==> src/rtl/nbm_pkg.sv <==
package nbm_pkg;
  localparam int STAMP_W = 32;

  localparam logic [1:0] K_CMD   = 2'd0;
  localparam logic [1:0] K_ADDR  = 2'd1;
  localparam logic [1:0] K_WDATA = 2'd2;
  localparam logic [1:0] K_RDATA = 2'd3;

  localparam logic [1:0] S_BUSY_ON  = 2'd0;
  localparam logic [1:0] S_BUSY_OFF = 2'd1;
  localparam logic [1:0] S_PROTO    = 2'd2;

  localparam logic [1:0] M_NONE  = 2'd0;
  localparam logic [1:0] M_RESET = 2'd1;
  localparam logic [1:0] M_RDID  = 2'd2;

  localparam logic [7:0] OP_RESET = 8'hFF;
  localparam logic [7:0] OP_RDID  = 8'h90;

  typedef struct packed {
    logic               status;
    logic [1:0]         kind;
    logic [1:0]         mark;
    logic [7:0]         value;
    logic [STAMP_W-1:0] stamp;
  } rec_t;
endpackage

==> src/rtl/nbm_sync.sv <==
module nbm_sync #(
  parameter int           W      = 1,
  parameter int           STAGES = 2,
  parameter logic [W-1:0] INIT   = '0
) (
  input  logic         clk,
  input  logic         rst_n,
  input  logic [W-1:0] d,
  output logic [W-1:0] q
);
  logic [W-1:0] stage [STAGES];

  always_ff @(posedge clk or negedge rst_n) begin
    if (!rst_n) begin
      for (int i = 0; i < STAGES; i++) stage[i] <= INIT;
    end else begin
      stage[0] <= d;
      for (int i = 1; i < STAGES; i++) stage[i] <= stage[i-1];
    end
  end

  assign q = stage[STAGES-1];
endmodule

==> src/rtl/nbm_classify.sv <==
module nbm_classify
  import nbm_pkg::*;
(
  input  logic               clk,
  input  logic               rst_n,
  input  logic               ce_n,
  input  logic               cle,
  input  logic               ale,
  input  logic               we_n,
  input  logic               re_n,
  input  logic               rb,
  input  logic [7:0]         data,
  input  logic [STAMP_W-1:0] stamp,
  output logic               ev_valid,
  output rec_t               ev_rec
);
  logic we_d, re_d, rb_d;
  logic we_rise, re_rise, rb_edge, bus_hit;
  logic pend_v;
  rec_t pend_rec, bus_rec, rb_rec;

  always_ff @(posedge clk or negedge rst_n) begin
    if (!rst_n) begin
      we_d <= 1'b1;
      re_d <= 1'b1;
      rb_d <= 1'b1;
    end else begin
      we_d <= we_n;
      re_d <= re_n;
      rb_d <= rb;
    end
  end

  assign we_rise = we_n & ~we_d;
  assign re_rise = re_n & ~re_d;
  assign rb_edge = rb ^ rb_d;
  assign bus_hit = ~ce_n & (we_rise | re_rise);

  always_comb begin
    bus_rec        = '0;
    bus_rec.value  = data;
    bus_rec.stamp  = stamp;
    bus_rec.mark   = M_NONE;
    if (we_rise) begin
      if (cle && ale) begin
        bus_rec.status = 1'b1;
        bus_rec.kind   = S_PROTO;
      end else if (cle) begin
        bus_rec.kind = K_CMD;
        if (data == OP_RESET)     bus_rec.mark = M_RESET;
        else if (data == OP_RDID) bus_rec.mark = M_RDID;
      end else if (ale) begin
        bus_rec.kind = K_ADDR;
      end else begin
        bus_rec.kind = K_WDATA;
      end
    end else begin
      bus_rec.kind = K_RDATA;
    end
  end

  always_comb begin
    rb_rec        = '0;
    rb_rec.status = 1'b1;
    rb_rec.kind   = rb ? S_BUSY_OFF : S_BUSY_ON;
    rb_rec.stamp  = stamp;
  end

  always_ff @(posedge clk or negedge rst_n) begin
    if (!rst_n) begin
      ev_valid <= 1'b0;
      ev_rec   <= '0;
      pend_v   <= 1'b0;
      pend_rec <= '0;
    end else begin
      if (bus_hit) begin
        ev_valid <= 1'b1;
        ev_rec   <= bus_rec;
        if (rb_edge) begin
          pend_v   <= 1'b1;
          pend_rec <= rb_rec;
        end
      end else if (pend_v) begin
        ev_valid <= 1'b1;
        ev_rec   <= pend_rec;
        pend_v   <= rb_edge;
        if (rb_edge) pend_rec <= rb_rec;
      end else if (rb_edge) begin
        ev_valid <= 1'b1;
        ev_rec   <= rb_rec;
      end else begin
        ev_valid <= 1'b0;
      end
    end
  end


  ce_ignore_chk: assert property (@(posedge clk) disable iff (!rst_n)
    (ce_n && (we_rise || re_rise)) |=> !(ev_valid && !ev_rec.status));


  busy_edge_chk: assert property (@(posedge clk) disable iff (!rst_n)
    rb_edge |=> ev_valid);


  reset_mark_chk: assert property (@(posedge clk) disable iff (!rst_n)
    (ev_valid && ev_rec.mark == M_RESET) |->
      (ev_rec.value == OP_RESET && !ev_rec.status && ev_rec.kind == K_CMD));
endmodule

==> src/rtl/nbm_fifo.sv <==
module nbm_fifo
  import nbm_pkg::*;
#(
  parameter int DEPTH = 4
) (
  input  logic clk,
  input  logic rst_n,
  input  logic wr_valid,
  input  rec_t wr_rec,
  output logic rd_valid,
  input  logic rd_ready,
  output rec_t rd_rec,
  output logic overflow
);
  localparam int PW = (DEPTH > 1) ? $clog2(DEPTH) : 1;
  localparam int CW = $clog2(DEPTH + 1);

  rec_t          mem [DEPTH];
  logic [PW-1:0] wp, rp;
  logic [CW-1:0] cnt;
  logic          full, push, pop;

  assign full     = (cnt == CW'(DEPTH));
  assign rd_valid = (cnt != '0);
  assign push     = wr_valid && !full;
  assign pop      = rd_valid && rd_ready;
  assign rd_rec   = mem[rp];

  always_ff @(posedge clk) begin
    if (push) mem[wp] <= wr_rec;
  end

  always_ff @(posedge clk or negedge rst_n) begin
    if (!rst_n) begin
      wp       <= '0;
      rp       <= '0;
      cnt      <= '0;
      overflow <= 1'b0;
    end else begin
      if (push) wp <= (wp == PW'(DEPTH - 1)) ? '0 : wp + 1'b1;
      if (pop)  rp <= (rp == PW'(DEPTH - 1)) ? '0 : rp + 1'b1;
      case ({push, pop})
        2'b10:   cnt <= cnt + 1'b1;
        2'b01:   cnt <= cnt - 1'b1;
        default: cnt <= cnt;
      endcase
      if (wr_valid && full) overflow <= 1'b1;
    end
  end


  hold_head_chk: assert property (@(posedge clk) disable iff (!rst_n)
    (rd_valid && !rd_ready) |=> (rd_valid && $stable(rd_rec)));


  ovf_set_chk: assert property (@(posedge clk) disable iff (!rst_n)
    (wr_valid && full) |=> overflow);


  ovf_sticky_chk: assert property (@(posedge clk) disable iff (!rst_n)
    overflow |=> overflow);
endmodule

==> src/rtl/nand_bus_monitor.sv <==
module nand_bus_monitor
  import nbm_pkg::*;
#(
  parameter int FIFO_DEPTH  = 4,
  parameter int SYNC_STAGES = 2
) (
  input  logic               clk,
  input  logic               rst_n,
  input  logic               nand_ce_n,
  input  logic               nand_cle,
  input  logic               nand_ale,
  input  logic               nand_we_n,
  input  logic               nand_re_n,
  input  logic               nand_rb,
  input  logic [7:0]         nand_data,
  output logic               out_valid,
  input  logic               out_ready,
  output logic               out_status,
  output logic [1:0]         out_kind,
  output logic [1:0]         out_mark,
  output logic [7:0]         out_value,
  output logic [STAMP_W-1:0] out_stamp,
  output logic               overflow
);
  localparam int BUS_W = 14;
  localparam logic [BUS_W-1:0] BUS_IDLE = {1'b1, 1'b0, 1'b0, 1'b1, 1'b1, 1'b1, 8'h00};

  logic [BUS_W-1:0]   bus_s;
  logic [STAMP_W-1:0] stamp_q;
  logic               ev_valid;
  rec_t               ev_rec, head;

  nbm_sync #(.W(BUS_W), .STAGES(SYNC_STAGES), .INIT(BUS_IDLE)) u_sync (
    .clk   (clk),
    .rst_n (rst_n),
    .d     ({nand_ce_n, nand_cle, nand_ale, nand_we_n, nand_re_n, nand_rb, nand_data}),
    .q     (bus_s)
  );

  always_ff @(posedge clk or negedge rst_n) begin
    if (!rst_n) stamp_q <= '0;
    else        stamp_q <= stamp_q + 1'b1;
  end

  nbm_classify u_cls (
    .clk      (clk),
    .rst_n    (rst_n),
    .ce_n     (bus_s[13]),
    .cle      (bus_s[12]),
    .ale      (bus_s[11]),
    .we_n     (bus_s[10]),
    .re_n     (bus_s[9]),
    .rb       (bus_s[8]),
    .data     (bus_s[7:0]),
    .stamp    (stamp_q),
    .ev_valid (ev_valid),
    .ev_rec   (ev_rec)
  );

  nbm_fifo #(.DEPTH(FIFO_DEPTH)) u_fifo (
    .clk      (clk),
    .rst_n    (rst_n),
    .wr_valid (ev_valid),
    .wr_rec   (ev_rec),
    .rd_valid (out_valid),
    .rd_ready (out_ready),
    .rd_rec   (head),
    .overflow (overflow)
  );

  assign out_status = head.status;
  assign out_kind   = head.kind;
  assign out_mark   = head.mark;
  assign out_value  = head.value;
  assign out_stamp  = head.stamp;
endmodule

==> config.mk <==
export PLATFORM = sky130hd
export DESIGN_NAME = nand_bus_monitor
export DESIGN_NICKNAME = d
export VERILOG_FILES = /design/src/rtl/nbm_pkg.sv /design/src/rtl/nbm_sync.sv /design/src/rtl/nbm_classify.sv /design/src/rtl/nbm_fifo.sv /design/src/rtl/nand_bus_monitor.sv
export SDC_FILE = /design/constraint.sdc
export NUM_CORES = 1
export LEC_CHECK = 0
export BUFFER_PORTS_ARGS = -buffer_cell sky130_fd_sc_hd__buf_2
export CAP_MARGIN = 10
export CORE_MARGIN = 5
export CORE_UTILIZATION = 65
export CTS_BUF_LIST = sky130_fd_sc_hd__clkbuf_4 sky130_fd_sc_hd__clkbuf_8 sky130_fd_sc_hd__clkbuf_16
export DETAILED_ROUTE_END_ITERATION = 16
export PLACE_DENSITY = 0.89
export SLEW_MARGIN = 15
export SYNTH_ARGS = -nofsm -noshare
export SYNTH_HDL_FRONTEND = slang
export SYNTH_SLANG_ARGS = --single-unit
==> constraint.sdc <==
create_clock -name clk -period 4.5 [get_ports clk]
set_input_delay 0.45 -clock clk [delete_from_list [all_inputs] [get_ports clk]]
set_output_delay 0.45 -clock clk [all_outputs]
set_load 0.02 [all_outputs]
After elaboration in Yosys (flattened, before gate mapping)
Memory sizes are Yosys's and may differ from the RTL's. Cells that the tools add are included.

$add $sub $neg: 5. Equality and inequality tests: 8. Muxes and demuxes: 29. Bitwise operators: 8. Reduce and logical (&&, ||, !) cells: 9.

Operators by type and width (count): 45-bit 2-to-1 mux (6); 32-bit by 1-bit adder with 32-bit output, second input constant (1); 2-bit 2-to-1 mux (11); 8-bit equality test, second input constant (2); 1-bit 2-to-1 mux (11); 2-bit equality test, second input constant (3); 3-bit case mux with 2 select lines (1); 3-bit nonzero test (2); 2-bit by 1-bit adder with 2-bit output, second input constant (2); 1-bit logical AND (4); 2-bit nonzero test (2); 3-bit by 1-bit adder with 3-bit output, second input constant (1); 1-bit bitwise AND (3); 3-bit equality test, second input constant (1); 1-bit inverter (3); 3-bit by 1-bit subtractor with 3-bit output, second input constant (1); 2-bit by 1-bit equality test with 1-bit output, second input constant (1); 2-bit by 1-bit inequality test with 1-bit output, second input constant (1); 1-bit zero test (1); 1-bit OR (1); 1-bit XOR (1).

Bits in registers: 163. RAM bits: 180. Input bits: 17. Output and inout bits: 47. Word-level logic and storage cells: 82. Memories: 1.

Memory list: u_fifo.mem (words 4, bits a word 45, rd ports 1, clocked after memory_dff 0, write ports 1, line nbm_fifo.sv:18) `rec_t mem [DEPTH];`.

Depth between registers and ports, before layout
Depth after elaboration: 7. Depth in mapped cells: 9. Depth with buffers taken out: 9.

By module
A second synthesis with hierarchy kept.

Cells, all modules: 799. Area, all modules: 13299.0 um2.

Modules (own cells, without submodules): nbm_fifo (instances 1, cells each 277, area each 6962.9 um2, sequential area each 5605.4 um2); nbm_classify (instances 1, cells each 353, area each 4041.4 um2, sequential area each 2105.8 um2); nand_bus_monitor (instances 1, cells each 127, area each 1478.9 um2, sequential area each 800.8 um2); nbm_sync (instances 1, cells each 42, area each 815.8 um2, sequential area each 710.7 um2).

Worst setup path after synthesis
OpenSTA, ideal clock, no wires.

Kind: flip-flop to flip-flop. Start point: register u_fifo.cnt[0]. End point: memory u_fifo.mem[3][0] (netlist name) (enable). Library setup time: 0.407 ns. Arrival time: 1.927 ns. Data required time: 4.093 ns. Slack: 2.166 ns. Cell stages (with the launch flop): 4. Buffers on the path: 0. Period minus slack after synthesis: 2.334 ns. Cells stage by stage: dfrtp_1 -> nor2_1 -> a21boi_1 -> and2_1.

Cells in the longest elaborated chain, start to end: 5.

RTL lines: from (decl) (line nbm_fifo.sv:20) `logic [CW-1:0] cnt;`; from (signal assigned) (line nbm_fifo.sv:43) `2'b10: cnt <= cnt + 1'b1;`; from (signal assigned) (line nbm_fifo.sv:44) `2'b01: cnt <= cnt - 1'b1;`; from (signal assigned) (line nbm_fifo.sv:45) `default: cnt <= cnt;`; 3-bit equality test (line nbm_fifo.sv:23) `assign full = (cnt == CW'(DEPTH));`; 1-bit zero test (line nbm_fifo.sv:25) `assign push = wr_valid && !full;`; 1-bit logical AND (line nbm_fifo.sv:25); 1-bit 2-to-1 mux (line nbm_fifo.sv:30) `if (push) mem[wp] <= wr_rec;`; 1-bit 2-to-1 mux (not written as such) (line nbm_fifo.sv:30); to (decl) (line nbm_fifo.sv:18).

Every way passes these cells.

Final worst setup path
Start point: register u_fifo.rp[0]. End point: output out_stamp[17].

Cells in the longest elaborated chain, start to end: 1.

RTL lines: from (decl) (line nbm_fifo.sv:19) `logic [PW-1:0] wp, rp;`; from (signal assigned) (line nbm_fifo.sv:41) `if (pop) rp <= (rp == PW'(DEPTH - 1)) ? '0 : rp + 1'b1;`; memory read 4 x 45 bit; to (decl) (line nand_bus_monitor.sv:22) `output logic [STAMP_W-1:0] out_stamp,`.

Every way passes these cells.

==> flow_metrics.tcl <==
set metrics [dict create \
    synth_fp_nets 750 \
    p_total_mw 8.84 \
    min-delay-path-class "input pin to register" \
    hold_viol_final 0 \
    drt_pass1_iterations 5 \
    cap_violations 0 \
    r2r_cells 6 \
    cp.depth 3 \
    wl_met2_um 13700 \
    fmax_mhz 319 \
    synth.most_common_cell "edfxtp_1" \
    io_buffers 63 \
    cp_max_fo 23 \
    wl_per_cell_um 24.7 \
    diodes 0 \
    dpl-instance-area_um2 13300 \
    cts_buffers 31 \
    core_um2 19400 \
    crit_buf_inv 2 \
    period_needed_ns 3.13 \
    rows 51 \
    yosys_warnings 0 \
    setup.worst_path.end "out_stamp[17]" \
    htree_levels 1 \
    vias_per_cell 6.46 \
    wl_um 27000 \
    first_global_vias 7385 \
    final_util 0.745 \
    ys_top_cells_by_count "edfxtp_1 (180), dfrtp_1 (141), mux4_2 (45)" \
    required_ns 4.05 \
    track_usage 0.250 \
    antenna_found_initial 0 \
    power_leakage_nw 5.51 \
    vias 7077 \
    crit_arrival_ns 2.68 \
    syn_avg_cell_area_um2 17.6 \
    synth_edf_count 180 \
    rr_endpoint "u_cls.ev_rec[40]" \
    clk_pin_slew_ns 0.07 \
    outcome "finished clean" \
    criticalPathCategory "register to primary output" \
    gr-total-overflow 0 \
    nNetsFinal 833 \
    synth_seq_area_share 0.723 \
    crit_chain "buf_4, mux4_2, buf_2" \
    grt_max_degree 56 \
    cts_max_path_buffers 3 \
    drive_gt1_frac 0.286 \
    tns_ns 0 \
    yosys-top-cells-area "edfxtp_1 (42%), dfrtp_1 (28%), mux4_2 (7.9%)" \
    dp_hpwl_um 14500 \
    hold_start "nand_data[5]" \
    start_util 0.658 \
    ios 64 \
    critPathMaxStageDelay_ns 0.89 \
    ant_nets 0 \
    fin_skew_ns 0.0129 \
    tritoncts "done" \
    top_layer_used "met4" \
    wl_met1_um 10300 \
    crit_path_end_kind "primary output" \
    rsz0062_at_grt "false" \
    die_h_um 150 \
    r2r_slack_ns 2.07 \
    die_area_um2 22500 \
    synthCells 723 \
    worstMarginPinSlew_ns 0.922 \
    drv_slew 0 \
    finalWeightedCongestion 0.804 \
    r2r_start "u_sync.q[10]" \
    crit_path_start_kind "register" \
    synth_top_area_share 0.424 \
    slew_headroom 0.381 \
    setup_viol 0 \
    drt_iter0_drc 807 \
    synth_ff_type "edfxtp_1" \
    area_growth_pct 13.3 \
    wl_met3_um 2020 \
    ys_types 54 \
    whs_ns 0.0218 \
    critPathSlowestCell "dfrtp_2" \
    clk_latency_ns 0.56 \
    cts.sinks 332 \
    cts_root_buf "clkbuf_16" \
    fin_area_um2 14500 \
    finalCritPeriodShare 0.696 \
    cp_top_family "flip-flops" \
    drc_errors 0 \
    grt_pass1_wl_um 42800 \
    crit_start "u_fifo.rp[0]" \
    synthArstFlopShare 0.458 \
    die_x_um 150 \
    p_per_area_nw_per_um2 612 \
    ys_seq_elements 332 \
    ir_drop_uv 374 \
    yosys.area.top_type "edfxtp_1" \
    syn-cell-area_um2 12800 \
]
==> cell type report <==
type	instances	area, um^2
tap	265	332
timing repair buffer	86	544
inverter	14	52.6
clock buffer	48	935
sequential	332	9230
clock inverter	9	41.3
multi-input combinational	341	3330
fill	1050	4940
==> layer usage <==
metal,vias to the layer above,GRT usage
li1,2947,-
met4,0,0.0929
met2,378,0.413
met3,72,0.0322
met5,-,0
met1,3680,0.350
==> state kept, by name (all words and copies together) (netlist names), 2 cells and up <==
signal          count
stamp_q            32
u_cls.ev_rec       45
u_cls.pend_rec     34
u_fifo.cnt          3
u_fifo.mem        180
u_fifo.rp           2
u_fifo.wp           2
u_sync.q           14
u_sync.stage       14
==> cell usage in the layout (no fill, tap or decap), drive strengths merged, types with 17 or more instances in the layout <==
cell type / synthesis / layout
clkbuf: 17 / 48
dfrtp: 141 / 141
nor3b: 32 / 32
xnor2: 21 / 21
a21oi: 36 / 36
mux2: 33 / 33
nand2: 17 / 17
edfxtp: 180 / 180
mux4: 45 / 45
buf: 19 / 74
o2bb2ai: 32 / 32
==> logic make-up after synthesis <==
kind of cell,share of synthesized area
DFF,0.723
and+or+nand+nor,0.0639
AOI/OAI and AO/OA,0.0502
muxes,0.110
buffers and inverters,0.0178
xor gates and xnor gates,0.0239
adders and majority gates,0.0112
==> worst register-to-register path, stage by stage, from the launching register on <==
cell and delay [ns]:
dfstp_2 0.53, nand2b_1 0.16, a21oi_4 0.66, buf_4 0.42
nor3_1 0.12, buf_4 0.21, a22o_1 0.24
==> worst min path at each step <==
stage                             to  slack (ns)  depth (start not counted)
global route        u_sync.stage[19]       0.001                          1
finish              u_sync.stage[19]        0.02                          1
CTS                 u_sync.stage[20]       0.009                          1
floorplan                 stamp_q[0]        0.15                          0
global placement         u_sync.q[3]        0.33                          0
detailed placement       u_sync.q[7]        0.33                          0
==> metrics by stage <==
step                      std cells  setup WS [ns]
final                          1095           1.37
after detailed placement       1025           1.92
after global placement         1025           2.00
after CTS                      1094           1.29
after floorplan                 723           2.17
after global routing           1095           1.17
==> report_power, final <==
group | internal (mW) | switching (mW)
Clock | 1.42 | 1.07
Combinational | 0.865 | 1.22
Sequential | 3.88 | 0.390
==> repair_timing <==
action	in CTS	in global routing
endpoints found under the hold margin	53	0
setup buffers	0	0
gates resized for setup	0	0
endpoints found under the setup margin	0	0
hold buffers	12	0
Power figures use the tool's default switching activity.
